## src/rtl/shifter_pkg.sv

```systemverilog
package shifter_pkg;

  localparam int OP_W  = 32;
  localparam int AMT_W = $clog2(OP_W);

  typedef enum logic [2:0] {
    SH_LSL = 3'd0,
    SH_LSR = 3'd1,
    SH_ASR = 3'd2,
    SH_ROR = 3'd3
  } shiftType_e;

  // Strobes from control to datapath
  typedef struct packed {
    logic reverse;   // mirror operand so a right network performs a left shift
    logic fillSign;  // fill vacated high bits with the sign bit
    logic rotate;    // wrap bits around the word
    logic carryRot;  // one-position rotate through the carry flag
    logic bypass;    // pass operand and carry unchanged
  } shiftStrobe_t;

endpackage

```

## src/rtl/shift_ctrl.sv

```systemverilog
module shift_ctrl
  import shifter_pkg::*;
(
  input  logic [2:0]   shiftType,
  input  logic         amtZero,
  output shiftStrobe_t strb
);

  always_comb begin
    strb = '0;
    case (shiftType)
      SH_LSL: begin
        strb.reverse = 1'b1;
        strb.bypass  = amtZero;
      end
      SH_LSR: begin
        strb.bypass  = amtZero;
      end
      SH_ASR: begin
        strb.fillSign = 1'b1;
        strb.bypass   = amtZero;
      end
      SH_ROR: begin
        strb.carryRot = amtZero;
        strb.rotate   = !amtZero;
      end
      default: begin
        strb.bypass = 1'b1;
      end
    endcase
  end

  // at most one of the final-stage selections is active
  always_comb begin

    ctrl_excl_chk: assert ($onehot0({strb.carryRot, strb.bypass, strb.rotate}))
      else $error("ctrl_excl_chk: conflicting strobes");
  end

endmodule

```

## src/rtl/shift_dp.sv

```systemverilog
module shift_dp
  import shifter_pkg::*;
#(
  parameter int W  = OP_W,
  parameter int AW = $clog2(W)
) (
  input  logic [W-1:0]  operand,
  input  logic [AW-1:0] amount,
  input  logic          carryIn,
  input  shiftStrobe_t  strb,
  output logic [W-1:0]  result,
  output logic          carryOut
);

  localparam int EXT_W = W + 1;

  logic [W-1:0] revOp;
  logic [W-1:0] preOp;
  logic         fillBit;
  logic [EXT_W-1:0] stage [AW+1];
  logic [W-1:0] netOut;
  logic [W-1:0] revNet;
  logic [W-1:0] postOp;
  logic         netCarry;

  // Mirror the operand so one right-moving network serves both directions
  for (genvar i = 0; i < W; i++) begin : g_rev_in
    assign revOp[i]  = operand[W-1-i];
    assign revNet[i] = netOut[W-1-i];
  end

  assign preOp    = strb.reverse ? revOp : operand;
  assign fillBit  = strb.fillSign & operand[W-1];
  // A guard bit below the word catches the last bit shifted out
  assign stage[0] = {preOp, 1'b0};

  for (genvar k = 0; k < AW; k++) begin : g_stage
    localparam int S = 1 << k;
    logic [W-1:0]     upper;
    logic [W-1:0]     wrapped;
    logic [EXT_W-1:0] shifted;
    assign upper   = stage[k][EXT_W-1:1];
    assign wrapped = {upper[S-1:0], upper[W-1:S]};
    assign shifted = {{S{fillBit}}, stage[k][EXT_W-1:S]};
    assign stage[k+1] = !amount[k] ? stage[k]
                      : (strb.rotate ? {wrapped, 1'b0} : shifted);
  end

  assign netOut   = stage[AW][EXT_W-1:1];
  assign netCarry = strb.rotate ? netOut[W-1] : stage[AW][0];
  assign postOp   = strb.reverse ? revNet : netOut;

  always_comb begin
    if (strb.bypass) begin
      result   = operand;
      carryOut = carryIn;
    end else if (strb.carryRot) begin
      result   = {carryIn, operand[W-1:1]};
      carryOut = operand[0];
    end else begin
      result   = postOp;
      carryOut = netCarry;
    end
  end

  always_comb begin

    rot_popcount_chk: assert (!strb.rotate || ($countones(result) == $countones(operand)))
      else $error("rot_popcount_chk: rotate changed bit count");
  end

endmodule

```

## src/rtl/barrel_shifter.sv

```systemverilog
module barrel_shifter
  import shifter_pkg::*;
(
  input  logic [31:0] opIn,
  input  logic [2:0]  shiftType,
  input  logic [4:0]  shiftAmt,
  input  logic        carryIn,
  output logic [31:0] resultOut,
  output logic        carryOut
);

  shiftStrobe_t strb;

  shift_ctrl u_ctrl (
    .shiftType (shiftType),
    .amtZero   (shiftAmt == '0),
    .strb      (strb)
  );

  shift_dp #(.W(OP_W), .AW(AMT_W)) u_dp (
    .operand  (opIn),
    .amount   (shiftAmt),
    .carryIn  (carryIn),
    .strb     (strb),
    .result   (resultOut),
    .carryOut (carryOut)
  );

  always_comb begin

    lsl_zero_fill_chk: assert (!(shiftType == 3'd0 && shiftAmt != 0) || resultOut[0] == 1'b0)
      else $error("lsl_zero_fill_chk");

    lsr_zero_fill_chk: assert (!(shiftType == 3'd1 && shiftAmt != 0) || resultOut[31] == 1'b0)
      else $error("lsr_zero_fill_chk");

    asr_sign_keep_chk: assert (shiftType != 3'd2 || resultOut[31] == opIn[31])
      else $error("asr_sign_keep_chk");

    carry_rot_chk: assert (!(shiftType == 3'd3 && shiftAmt == 0) ||
                           (carryOut == opIn[0] && resultOut[31] == carryIn))
      else $error("carry_rot_chk");

    bypass_chk: assert (!((shiftType != 3'd3 && shiftAmt == 0) || shiftType[2]) ||
                        (resultOut == opIn && carryOut == carryIn))
      else $error("bypass_chk");
  end

endmodule

```

## config.mk

```make
export PLATFORM = sky130hd
export DESIGN_NAME = barrel_shifter
export DESIGN_NICKNAME = d
export VERILOG_FILES = /design/src/rtl/shifter_pkg.sv /design/src/rtl/shift_ctrl.sv /design/src/rtl/shift_dp.sv /design/src/rtl/barrel_shifter.sv
export SDC_FILE = /design/constraint.sdc
export NUM_CORES = 1
export LEC_CHECK = 0
export ABC_AREA = 1
export BUFFER_PORTS_ARGS = -buffer_cell sky130_fd_sc_hd__clkbuf_2
export CORE_UTILIZATION = 60
export DETAILED_ROUTE_END_ITERATION = 10
export MAX_ROUTING_LAYER = met4
export PLACE_DENSITY = 0.86
export SLEW_MARGIN = 10
export SYNTH_ARGS = -nofsm -noshare
export SYNTH_HDL_FRONTEND = slang
export SYNTH_HIERARCHICAL = 1
export SYNTH_SLANG_ARGS = --single-unit
export TNS_END_PERCENT = 1
```

## constraint.sdc

```tcl
create_clock -name vclk -period 2.3
set_input_delay 0.23 -clock vclk [all_inputs]
set_output_delay 0.23 -clock vclk [all_outputs]
set_load 0.02 [all_outputs]
```

==> flow_metrics.py, run 1 <==
metrics = {
    "yosys": {
        "post_synth.cell_area_avg_um2": 4.65,
        "netlist_instances": 821,
        "synth_top_area_share_pct": 38.4,
        "yosys.area_share.simple_pct": 79.7,
        "yosysWarnings": 6,
        "ys_seq_area_share_pct": 0,
        "synth.cell_area_um2": 3820,
        "ys_types": 26,
        "netlist.top_cell.by_area": "nand3_1",
        "synth_mux_area_share_pct": 0,
        "synth_compound_area_share_pct": 9.00,
        "synthXorXnorAreaFrac_pct": 0,
        "yosys-top-cells-area": "nand3_1 38%, nand2_1 30%, a21oi_1 6.0%, nor2_1 5.5%, buf_2 3.9%",
        "synth_top_family_by_area": "simple AND/OR/NAND/NOR gates",
        "synth_fa_ha_area_share_pct": 0,
        "synth_fp_nets": 862,
    },
    "placed_design": {
        "hpwl_um": 13500,
        "gp_congestion": 1.17,
        "numPortBuffers": 74,
        "postPlaceCellArea_um2": 4410,
    },
    "cts": {
        "postCtsHoldBufs": 0,
    },
    "timing": {
        "worstEndpointGrtRepair": "carryOut",
        "worst-ep-kind": "output port",
    },
    "die": {
        "die_y_um": 81.8,
        "dieWidth_um": 81.8,
        "io_pins": 74,
        "rows": 28,
        "initial_core_util_pct": 63.4,
    },
    "run_status": {
        "stop_stage": "global routing (5_1_grt)",
        "run_status": "aborted with a tool error",
        "run.stop_error": "[ERROR GRT-0232] Routing congestion too high. Check the congestion heatmap in the GUI.",
    },
    "global_route": {
        "grt_max_degree": 36,
        "track_usage_pct": 72.9,
        "grt_overflow": 2,
    },
}
[metal layers]
| layer | overflow | GRT usage (%) |
|---|---|---|
| met1 | 0 | 75.1 |
| met2 | 1 | 86.2 |
| met3 | 0 | 57.6 |
| met4 | 1 | 63.2 |
| met5 | - | - |
[synth_stat cells]
cell	n
nand2_1	304
nand3_1	293
nor2_1	56
a21oi_1	46
buf_2	30
clkbuf_1	17
nand3_2	14
inv_1	12
o21ai_1	6
buf_1	5
buf_4	5
a21oi_2	4
buf_6	4
inv_2	3
nand2_4	3
nand4_1	3
o21ai_0	3
o21ai_2	3
buf_12	2
clkinv_1	2
inv_8	1
nand2_2	1
nand3_4	1
nor2_2	1
o21bai_1	1
or2_1	1
[per-stage QoR]
| stage | setup slack [ns] | std cells | hold WS (ns) | setup TNS (ns) |
|---|---|---|---|---|
| 2_1_floorplan | 0.0626 | 821 | 0.626 | 0 |
| 3_3_place_gp | -0.295 | 952 | 0.792 | -7.93 |
| 3_5_place_dp | -0.320 | 952 | 0.795 | -8.28 |
| 4_1_cts | -0.216 | 957 | 0.797 | -6.10 |
[kinds of logic after synthesis]
| family | count (synthesis) |
|---|---|
| simple gates | 677 |
| buf+inv | 81 |
| compound gates | 63 |
[what timing repair did]
action                                 CTS
gates resized for setup                140
pin swaps                               32
buffers inserted                         4
cloned                                   1
endpoints found under the hold margin    0
setup endpoints to repair               33
==> run 2, diff against run 1 <==
Settings changed: CORE_UTILIZATION 60 to 40, MAX_ROUTING_LAYER met4 to unset, PLACE_DENSITY 0.86 to unset, PLACE_DENSITY_LB_ADDON set to 0.15.
==> run 2 against run 1 <==
The flow now finishes, with violations (negative setup slack). Area after synthesis is the same. Synthesized cell count is the same.
==> flow_metrics.py, run 2 <==
metrics = {
    "die": {
        "die_y_um": 99.7,
        "dieArea_um2": 9950,
        "initial_core_util_pct": 41.4,
        "io_pins": 74,
        "rows": 35,
        "core_area_um2": 9240,
        "dieWidth_um": 99.7,
    },
    "drt": {
        "dr.pass1.iters": 7,
        "vias": 6438,
        "drc": 0,
        "drtAntennaViolNets": 0,
        "wirelength_um": 20400,
        "drt_iter0_drc": 1058,
        "routedWlPerCell_um": 20.0,
        "viasPerCell": 6.33,
    },
    "placed_design": {
        "postPlaceCellArea_um2": 4430,
        "dp_cells": 1008,
        "hpwl_um": 14000,
        "gp_congestion": 1.04,
        "numPortBuffers": 74,
    },
    "power_and_ir_drop": {
        "pwr_density_cell_nw_per_um2": 275,
        "p_int_uw": 547,
        "sequentialPowerShare_pct": 0,
        "irDropWorstVdd_uv": 177,
        "sw_frac_of_total_pct": 65.5,
        "p_comb_share_pct": 100.0,
        "clockPowerShare_pct": 0,
        "p_leak_uw": 0.00284,
        "power.switching_uw": 1040,
    },
    "final_layout": {
        "num-clock-buffers": 0,
        "final_cell_mix": "237 x nand2_1, 159 x nand3_1, 134 x nand3_2",
        "final_common_cell": "nand2_1",
        "fin_util_pct": 62.2,
        "nets": 931,
        "postLayoutCellArea_um2": 5750,
        "area_growth_pct": 50.4,
        "fin_cells": 1017,
        "seqCellArea_um2": 0,
        "numSequentialCells": 0,
        "n_antenna_cell": 0,
        "drive_gt1_share_pct": 43.2,
    },
    "timing": {
        "fin_crit_ns": 2.68,
        "maxSlewHeadroom_pct": 58.2,
        "setup_violations": 33,
        "fin_crit_sh_pct": 116,
        "rsz0062_at_grt": "yes",
        "setup_ws_ns": -0.379,
        "max_slew.worst_pin.slew_ns": 0.624,
        "finalHoldViolations": 0,
        "finalMaxSlewViolations": 0,
        "setup_tns_ns": -10.74,
        "fmax_ghz": 0.373,
    },
    "global_route": {
        "antenna_found_initial": 0,
        "grt_overflow": 0,
        "grt_pass1_vias": 5581,
        "grt_max_degree": 37,
        "track_usage_pct": 37.6,
        "grt_pass1_wl_um": 29300,
    },
    "yosys": {
        "synth_common_cells": "304 x nand2_1, 293 x nand3_1, 56 x nor2_1",
        "post_synth.cell_area_avg_um2": 4.65,
        "synth_most_common_cell": "nand2_1",
        "netlist.top_cell.by_area": "nand3_1",
        "synth.cell_area_um2": 3820,
        "yosys-top-cells-area": "nand3_1 38%, nand2_1 30%, a21oi_1 6.0%, nor2_1 5.5%, buf_2 3.9%",
        "ys_seq_area_share_pct": 0,
        "yosysWarnings": 6,
        "synth_fp_nets": 862,
        "ys_types": 26,
        "synth_top_area_share_pct": 38.4,
        "netlist_instances": 821,
    },
    "worst_setup_path": {
        "critPathKind": "input pin to output pin",
        "crit_family": "simple AND/OR/NAND/NOR gates",
        "cp_max_fo": 7,
        "endpoint_kind": "output pin",
        "start_kind": "input pin",
        "critPathMostFrequentCell": "nand2_2",
        "critical_path_buf_inv_count": 4,
        "worst-path-stages": 18,
        "cpMaxStageDelayCell": "or2_4",
        "crit_path_cell_trace": "clkbuf_2, or2_4, nor2_4, buf_12, buf_6, nand2_2, nand3_2, nand3_2, nand3_1, nand3_1, nand2_2, nand2_1, nand2_2, nand3_1, nand2_2, nand2_1, a21oi_2, buf_4",
        "cp_data_required_time_ns": 2.07,
        "arrival_ns": 2.45,
        "critPathMaxStageDelay_ns": 0.25,
    },
    "run_status": {
        "run_status": "complete, but fails checks",
        "violations": "negative setup slack",
    },
    "hold_path": {
        "min_from": "carryIn",
        "hp-class": "input pin to output pin",
        "whs_path_depth": 4,
        "worstHoldEndpoint": "carryOut",
    },
    "cts": {
        "postCtsHoldBufs": 0,
    },
    "job": {
        "maxCapViolations": 0,
    },
}
==> run 2: cell counts after synthesis <==
No cell type changed its count.
==> run 2: worst min-delay path, delay by kind of cell <==
| family | cells | cell delay, ns |
|---|---|---|
| buffers and inverters | 2 | 0.20 |
| AND/OR/NAND/NOR | 2 | 0.12 |
==> run 2: repair_timing <==
| item | in CTS | in global routing |
|---|---|---|
| buffers inserted | 3 | 2 |
| gates resized for setup | 162 | 145 |
| endpoints found under the setup margin | 33 | 33 |
| pin swaps | 43 | 42 |
| cloned | 1 | 4 |
==> run 2: cell type report <==
class | instances | area, um^2
Multi-Input combinational cell | 740 | 4450
Timing Repair inverter | 3 | 38.8
Timing Repair Buffer | 127 | 1010
Tap cell | 129 | 161
Inverter | 18 | 93.8
Fill cell | 895 | 3490
==> run 2: cells by family after synthesis <==
logic type | Yosys count | share of synthesized area (%)
and+or+nand+nor | 677 | 79.7
AOI/OAI and AO/OA | 63 | 9.00
buffers and inverters | 81 | 11.3
==> run 2: worst max path at each step <==
stage	to	slack, ns	start
finish	resultOut[24]	-0.38	shiftType[2]
global route	resultOut[10]	-0.48	shiftType[2]
CTS	resultOut[24]	-0.27	shiftType[2]
detailed placement	resultOut[4]	-0.31	shiftType[2]
global placement	resultOut[24]	-0.31	shiftType[2]
floorplan	resultOut[7]	0.06	shiftType[2]
==> run 2: per-stage QoR <==
step | total power [uW] | setup slack (ns) | hold WS [ns]
6_report | 1580 | -0.379 | 0.777
5_1_grt | 1680 | -0.483 | 0.816
4_1_cts | 1380 | -0.268 | 0.806
3_5_place_dp | 1210 | -0.306 | 0.796
3_3_place_gp | 1210 | -0.307 | 0.796
2_1_floorplan | 813 | 0.0626 | 0.626
==> run 2: power by group through the flow <==
stage	Clock [uW]	Sequential, uW	Combinational (uW)
2_1_floorplan	0	0	813
3_3_place_gp	0	0	1210
3_5_place_dp	0	0	1210
4_1_cts	0	0	1380
5_1_grt	0	0	1680
6_report	0	0	1580
==> run 2: routing by layer <==
layer  track usage [%]  wire length, um  vias to the layer above
li1                  -                -                     2914
met1              50.9             7560                     2913
met2              57.1             8740                      509
met3              6.11             2750                      102
met4              19.0             1310                        0
met5                 0                0                        -
(Power assumes the default switching activity.)
==> run 3, diff against run 2 <==
Settings changed: GPL_TIMING_DRIVEN set to 0.
==> run 3 against run 2 <==
Via count grew 2.7%. The run still ends with negative setup slack left. Non-clock buffer count grew 16. Sequential share of layout area did not move. Total power increased by 4.8%. First-iteration DRC count fell by 19%.
==> flow_metrics.py, run 3 (synthesis results as in run 2) <==
metrics = {
    "timing": {
        "fmax_ghz": 0.363,
        "finalMaxSlewViolations": 0,
        "finalHoldViolations": 0,
        "rsz0062_at_grt": "yes",
        "setup_ws_ns": -0.452,
        "setup_violations": 33,
        "max_slew.worst_pin.slew_ns": 0.713,
        "maxSlewHeadroom_pct": 52.5,
        "fin_crit_ns": 2.75,
        "fin_crit_sh_pct": 120,
    },
    "drt": {
        "drtAntennaViolNets": 0,
        "dr.pass1.iters": 8,
        "routedWlPerCell_um": 22.5,
        "drt_iter0_drc": 855,
        "vias": 6609,
        "met3_length_um": 2800,
        "top_layer_used": "met4",
        "drc": 0,
        "wl_met1_um": 9020,
        "wirelength_um": 23200,
        "viasPerCell": 6.42,
        "wl_met2_um": 9730,
    },
    "die": {
        "dieWidth_um": 99.7,
        "core_area_um2": 9240,
        "io_pins": 74,
        "die_y_um": 99.7,
        "initial_core_util_pct": 41.4,
        "dieArea_um2": 9950,
        "rows": 35,
    },
    "worst_setup_path": {
        "cp_max_fo": 10,
        "critical_path_buf_inv_count": 5,
        "crit_path_cell_trace": "clkbuf_2, or2_4, nor2_4, buf_12, inv_8, buf_6, nand2_1, nand3_1, nand3_2, nand3_2, nand3_1, nand3_1, nand3_1, nand3_4, nand2_1, nand2_1, buf_2",
        "cpMaxStageDelayCell": "or2_4",
        "critPathKind": "input pin to output pin",
        "critPathMostFrequentCell": "nand3_1",
        "start_kind": "input pin",
        "endpoint_kind": "output pin",
        "crit_family": "simple AND/OR/NAND/NOR gates",
        "cp_data_required_time_ns": 2.07,
        "critPathMaxStageDelay_ns": 0.26,
        "arrival_ns": 2.52,
    },
    "final_layout": {
        "final_common_cell": "nand2_1",
        "seqCellArea_um2": 0,
        "fillers": 947,
        "nets": 944,
        "num-clock-buffers": 0,
        "final_cell_mix": "231 x nand2_1, 174 x nand3_2, 113 x nand3_1",
        "area_growth_pct": 55.2,
        "numSequentialCells": 0,
        "fin_cells": 1030,
        "drive_gt1_share_pct": 48.3,
        "multi_input_area_um2": 4780,
        "n_antenna_cell": 0,
    },
    "power_and_ir_drop": {
        "pwr_density_cell_nw_per_um2": 280,
        "irDropWorstVdd_uv": 184,
        "p_leak_uw": 0.00289,
    },
    "global_route": {
        "antenna_found_initial": 0,
        "grt_max_degree": 11,
        "grt_pass1_wl_um": 32800,
        "grt_overflow": 0,
        "track_usage_pct": 43.6,
        "grt_pass1_vias": 5723,
    },
    "placed_design": {
        "gp_congestion": 0.984,
        "numPortBuffers": 74,
        "pre_cts_ws_ns": -0.808,
        "hpwl_um": 17300,
        "dp_cells": 1024,
    },
    "hold_path": {
        "worstHoldEndpoint": "carryOut",
        "min_from": "carryIn",
        "hp-class": "input pin to output pin",
        "whs_path_depth": 4,
    },
    "cts": {
        "postCtsHoldBufs": 0,
    },
    "run_status": {
        "violations": "negative setup slack",
        "run_status": "complete, but fails checks",
    },
    "job": {
        "maxCapViolations": 0,
    },
}
run 3: cell count changes in the layout (fill, tap and decap cells not counted), sizes merged:
cell and change:
clkinv -2, clkbuf +17, buf -1, inv -1
run 3: per-layer routing:
layer  vias to the layer above  GRT usage (%)
met2                       542           67.4
li1                       2946              -
met4                         0           23.5
met1                      3015           59.1
met5                         -              0
met3                       106           4.50
run 3: final cells by class:
| class | instances | area share (%) |
|---|---|---|
| buffer | 63 | 6.69 |
| timing repair buffer | 80 | 8.63 |
| multi-input combinational | 740 | 80.6 |
| tap | 129 | 2.72 |
| inverter | 18 | 1.31 |
run 3: per-stage QoR:
step	total power [uW]	instance area (um^2)	hold WS [ns]	setup TNS (ns)	utilization, %
floorplan	813	3820	0.626	0	-
global placement	1240	4350	0.820	-19.86	47.1
detailed placement	1240	4350	0.819	-20.27	47.1
CTS	1360	4850	0.821	-10.56	52.5
global route	1740	5930	0.837	-15.15	64.2
finish	1660	5930	0.816	-12.08	64.2
run 3: power by group:
group | switching [uW] | internal (uW)
clock | 0 | 0
sequential | 0 | 0
combinational | 1120 | 536
run 3: how the worst max path moves through the flow:
stage,depth (start not counted),slack [ns],start,to
after global routing,20,-0.50,shiftType[0],resultOut[19]
after detailed placement,16,-0.81,shiftAmt[2],carryOut
after CTS,22,-0.35,shiftType[0],resultOut[30]
after global placement,16,-0.81,shiftAmt[2],carryOut
final,17,-0.45,shiftType[0],resultOut[11]
after floorplan,16,0.06,shiftType[2],resultOut[7]
run 3: timing repair:
action	4_1_cts	5_1_grt
pin swaps	18	58
buffers inserted	2	3
gates cloned	0	1
endpoints found under the setup margin	33	33
resized for setup	120	255
==> run 4, diff against run 3 <==
Settings changed: CORE_ASPECT_RATIO set to 0.8.
==> run 4 against run 3 <==
The flow still finishes with violations (negative setup slack). Critical path depth increased by 3. Global-route usage increased by 0.087 points. Largest power group unchanged. First-iteration DRC count increased by 16%. Count of clock-buffer cells in the layout unchanged. Largest cell class unchanged. Core utilization decreased by 8.2 points. Via count decreased by 3.4%.
==> flow_metrics.py, run 4 (synthesis results as in run 2) <==
metrics = {
    "run_status": {
        "run_status": "complete, but fails checks",
        "violations": "negative setup slack",
    },
    "hold_path": {
        "min_from": "carryIn",
        "hp-class": "input pin to output pin",
        "worstHoldEndpoint": "carryOut",
        "whs_path_depth": 4,
    },
    "global_route": {
        "grt_max_degree": 11,
        "antenna_found_initial": 0,
        "grt_overflow": 0,
        "grt_pass1_vias": 5599,
        "grt_pass1_wl_um": 32500,
        "track_usage_pct": 43.7,
    },
    "timing": {
        "timing.hold.ws_ns": 0.826,
        "fin_crit_sh_pct": 122,
        "setup_tns_ns": -14.05,
        "finalHoldViolations": 0,
        "maxSlewHeadroom_pct": 55.5,
        "max_slew.worst_pin.slew_ns": 0.665,
        "setup_ws_ns": -0.509,
        "finalMaxSlewViolations": 0,
        "fmax_ghz": 0.356,
        "fin_crit_ns": 2.81,
        "rsz0062_at_grt": "yes",
        "setup_violations": 33,
    },
    "worst_setup_path": {
        "endpoint_kind": "output pin",
        "critPathMaxStageDelay_ns": 0.25,
        "arrival_ns": 2.58,
        "critPathKind": "input pin to output pin",
        "crit_path_cell_trace": "clkbuf_2, or2_1, nor2_1, buf_6, inv_8, buf_12, buf_12, nand2_4, nand3_4, nand3_2, nand3_1, nand2_1, nand2_1, nand2_2, nand2_1, nand3_1, nand3_2, nand2_1, o21ai_1, clkbuf_4",
        "critPathMostFrequentCell": "nand2_1",
        "start_kind": "input pin",
        "cp_max_fo": 10,
        "cp_data_required_time_ns": 2.07,
        "cpMaxStageDelayCell": "or2_1",
    },
    "power_and_ir_drop": {
        "sequentialPowerShare_pct": 0,
        "pwr_density_cell_nw_per_um2": 293,
        "irDropWorstVdd_uv": 185,
        "power.switching_uw": 1040,
        "p_int_uw": 465,
        "sw_frac_of_total_pct": 69.0,
        "p_comb_share_pct": 100.0,
        "p_leak_uw": 0.00265,
        "clockPowerShare_pct": 0,
    },
    "placed_design": {
        "gp_congestion": 1.07,
        "pre_cts_ws_ns": -0.841,
        "numPortBuffers": 74,
        "hpwl_um": 17700,
    },
    "final_layout": {
        "numSequentialCells": 0,
        "area_growth_pct": 34.1,
        "num-clock-buffers": 0,
        "fillers": 1006,
        "final_cell_mix": "272 x nand2_1, 192 x nand3_1, 114 x nand3_2",
        "n_antenna_cell": 0,
        "nets": 940,
        "drive_gt1_share_pct": 33.9,
        "final_common_cell": "nand2_1",
        "seqCellArea_um2": 0,
    },
    "die": {
        "dieWidth_um": 111,
        "rows": 31,
        "dieArea_um2": 9950,
        "core_area_um2": 9150,
        "initial_core_util_pct": 41.7,
        "io_pins": 74,
        "die_y_um": 89.4,
    },
    "job": {
        "maxCapViolations": 0,
    },
    "drt": {
        "wirelength_um": 22400,
        "drt_iter0_drc": 994,
        "drc": 0,
        "viasPerCell": 6.31,
        "routedWlPerCell_um": 22.1,
        "vias": 6385,
        "dr.pass1.iters": 6,
        "drtAntennaViolNets": 0,
    },
    "cts": {
        "postCtsHoldBufs": 0,
    },
}
run 4: changes by cell type in the layout (fill, tap and decap cells not counted), moves of 4 or more:
| cell | delta |
|---|---|
| nand2_1 | +41 |
| nand3_2 | -60 |
| nand3_4 | -19 |
| nand2_2 | -38 |
| nor2_4 | -4 |
| nand3_1 | +79 |
| buf_4 | -11 |
| clkbuf_2 | +7 |
run 4: power by group through the flow:
stage | logic [uW] | clock network (uW) | registers (uW)
after floorplan | 813 | 0 | 0
after global placement | 1260 | 0 | 0
after detailed placement | 1250 | 0 | 0
after CTS | 1340 | 0 | 0
after global routing | 1580 | 0 | 0
final | 1500 | 0 | 0
run 4: how the worst max path moves through the flow:
stage / to / depth (start not counted) / slack (ns) / start
after floorplan: resultOut[7] / 16 / 0.06 / shiftType[2]
after global placement: carryOut / 16 / -0.86 / shiftAmt[2]
after detailed placement: resultOut[19] / 14 / -0.84 / shiftAmt[2]
after CTS: resultOut[10] / 20 / -0.37 / shiftType[2]
after global routing: carryOut / 21 / -0.56 / shiftType[0]
final: resultOut[9] / 20 / -0.51 / shiftType[0]
run 4: through the flow:
step / total power [uW] / util (%) / area, um^2 / cells
final: 1500 / 56.0 / 5120 / 1012
after floorplan: 813 / - / 3820 / 821
after detailed placement: 1250 / 47.4 / 4340 / 1010
after CTS: 1340 / 51.3 / 4700 / 1012
after global routing: 1580 / 56.0 / 5120 / 1012
after global placement: 1260 / 47.4 / 4340 / 1010
run 4: worst max-delay path, delay by kind of cell:
| kind | cells | cell delay, ns |
|---|---|---|
| simple gates | 13 | 1.51 |
| compound gates | 1 | 0.06 |
| buf+inv | 6 | 0.79 |
run 4: cell type report:
type	instances	area, um^2	share of cell area, %
timing repair buffer	76	449	8.77
inverter	18	76.3	1.49
tap	115	144	2.81
buffer	63	385	7.52
multi-input combinational	740	4070	79.4
run 4: per-layer routing:
metal  wire length (um)  GRT usage (%)
met1               8800           54.3
met2               9150           67.7
met4                994           17.0
met5                  0              0
met3               3470           17.9
run 4: what timing repair did:
action                                  in CTS  in global routing
endpoints found under the setup margin      33                 33
cloned                                       0                  0
gates resized for setup                     91                111
pin swaps                                    3                 10
buffers inserted                             2                  0
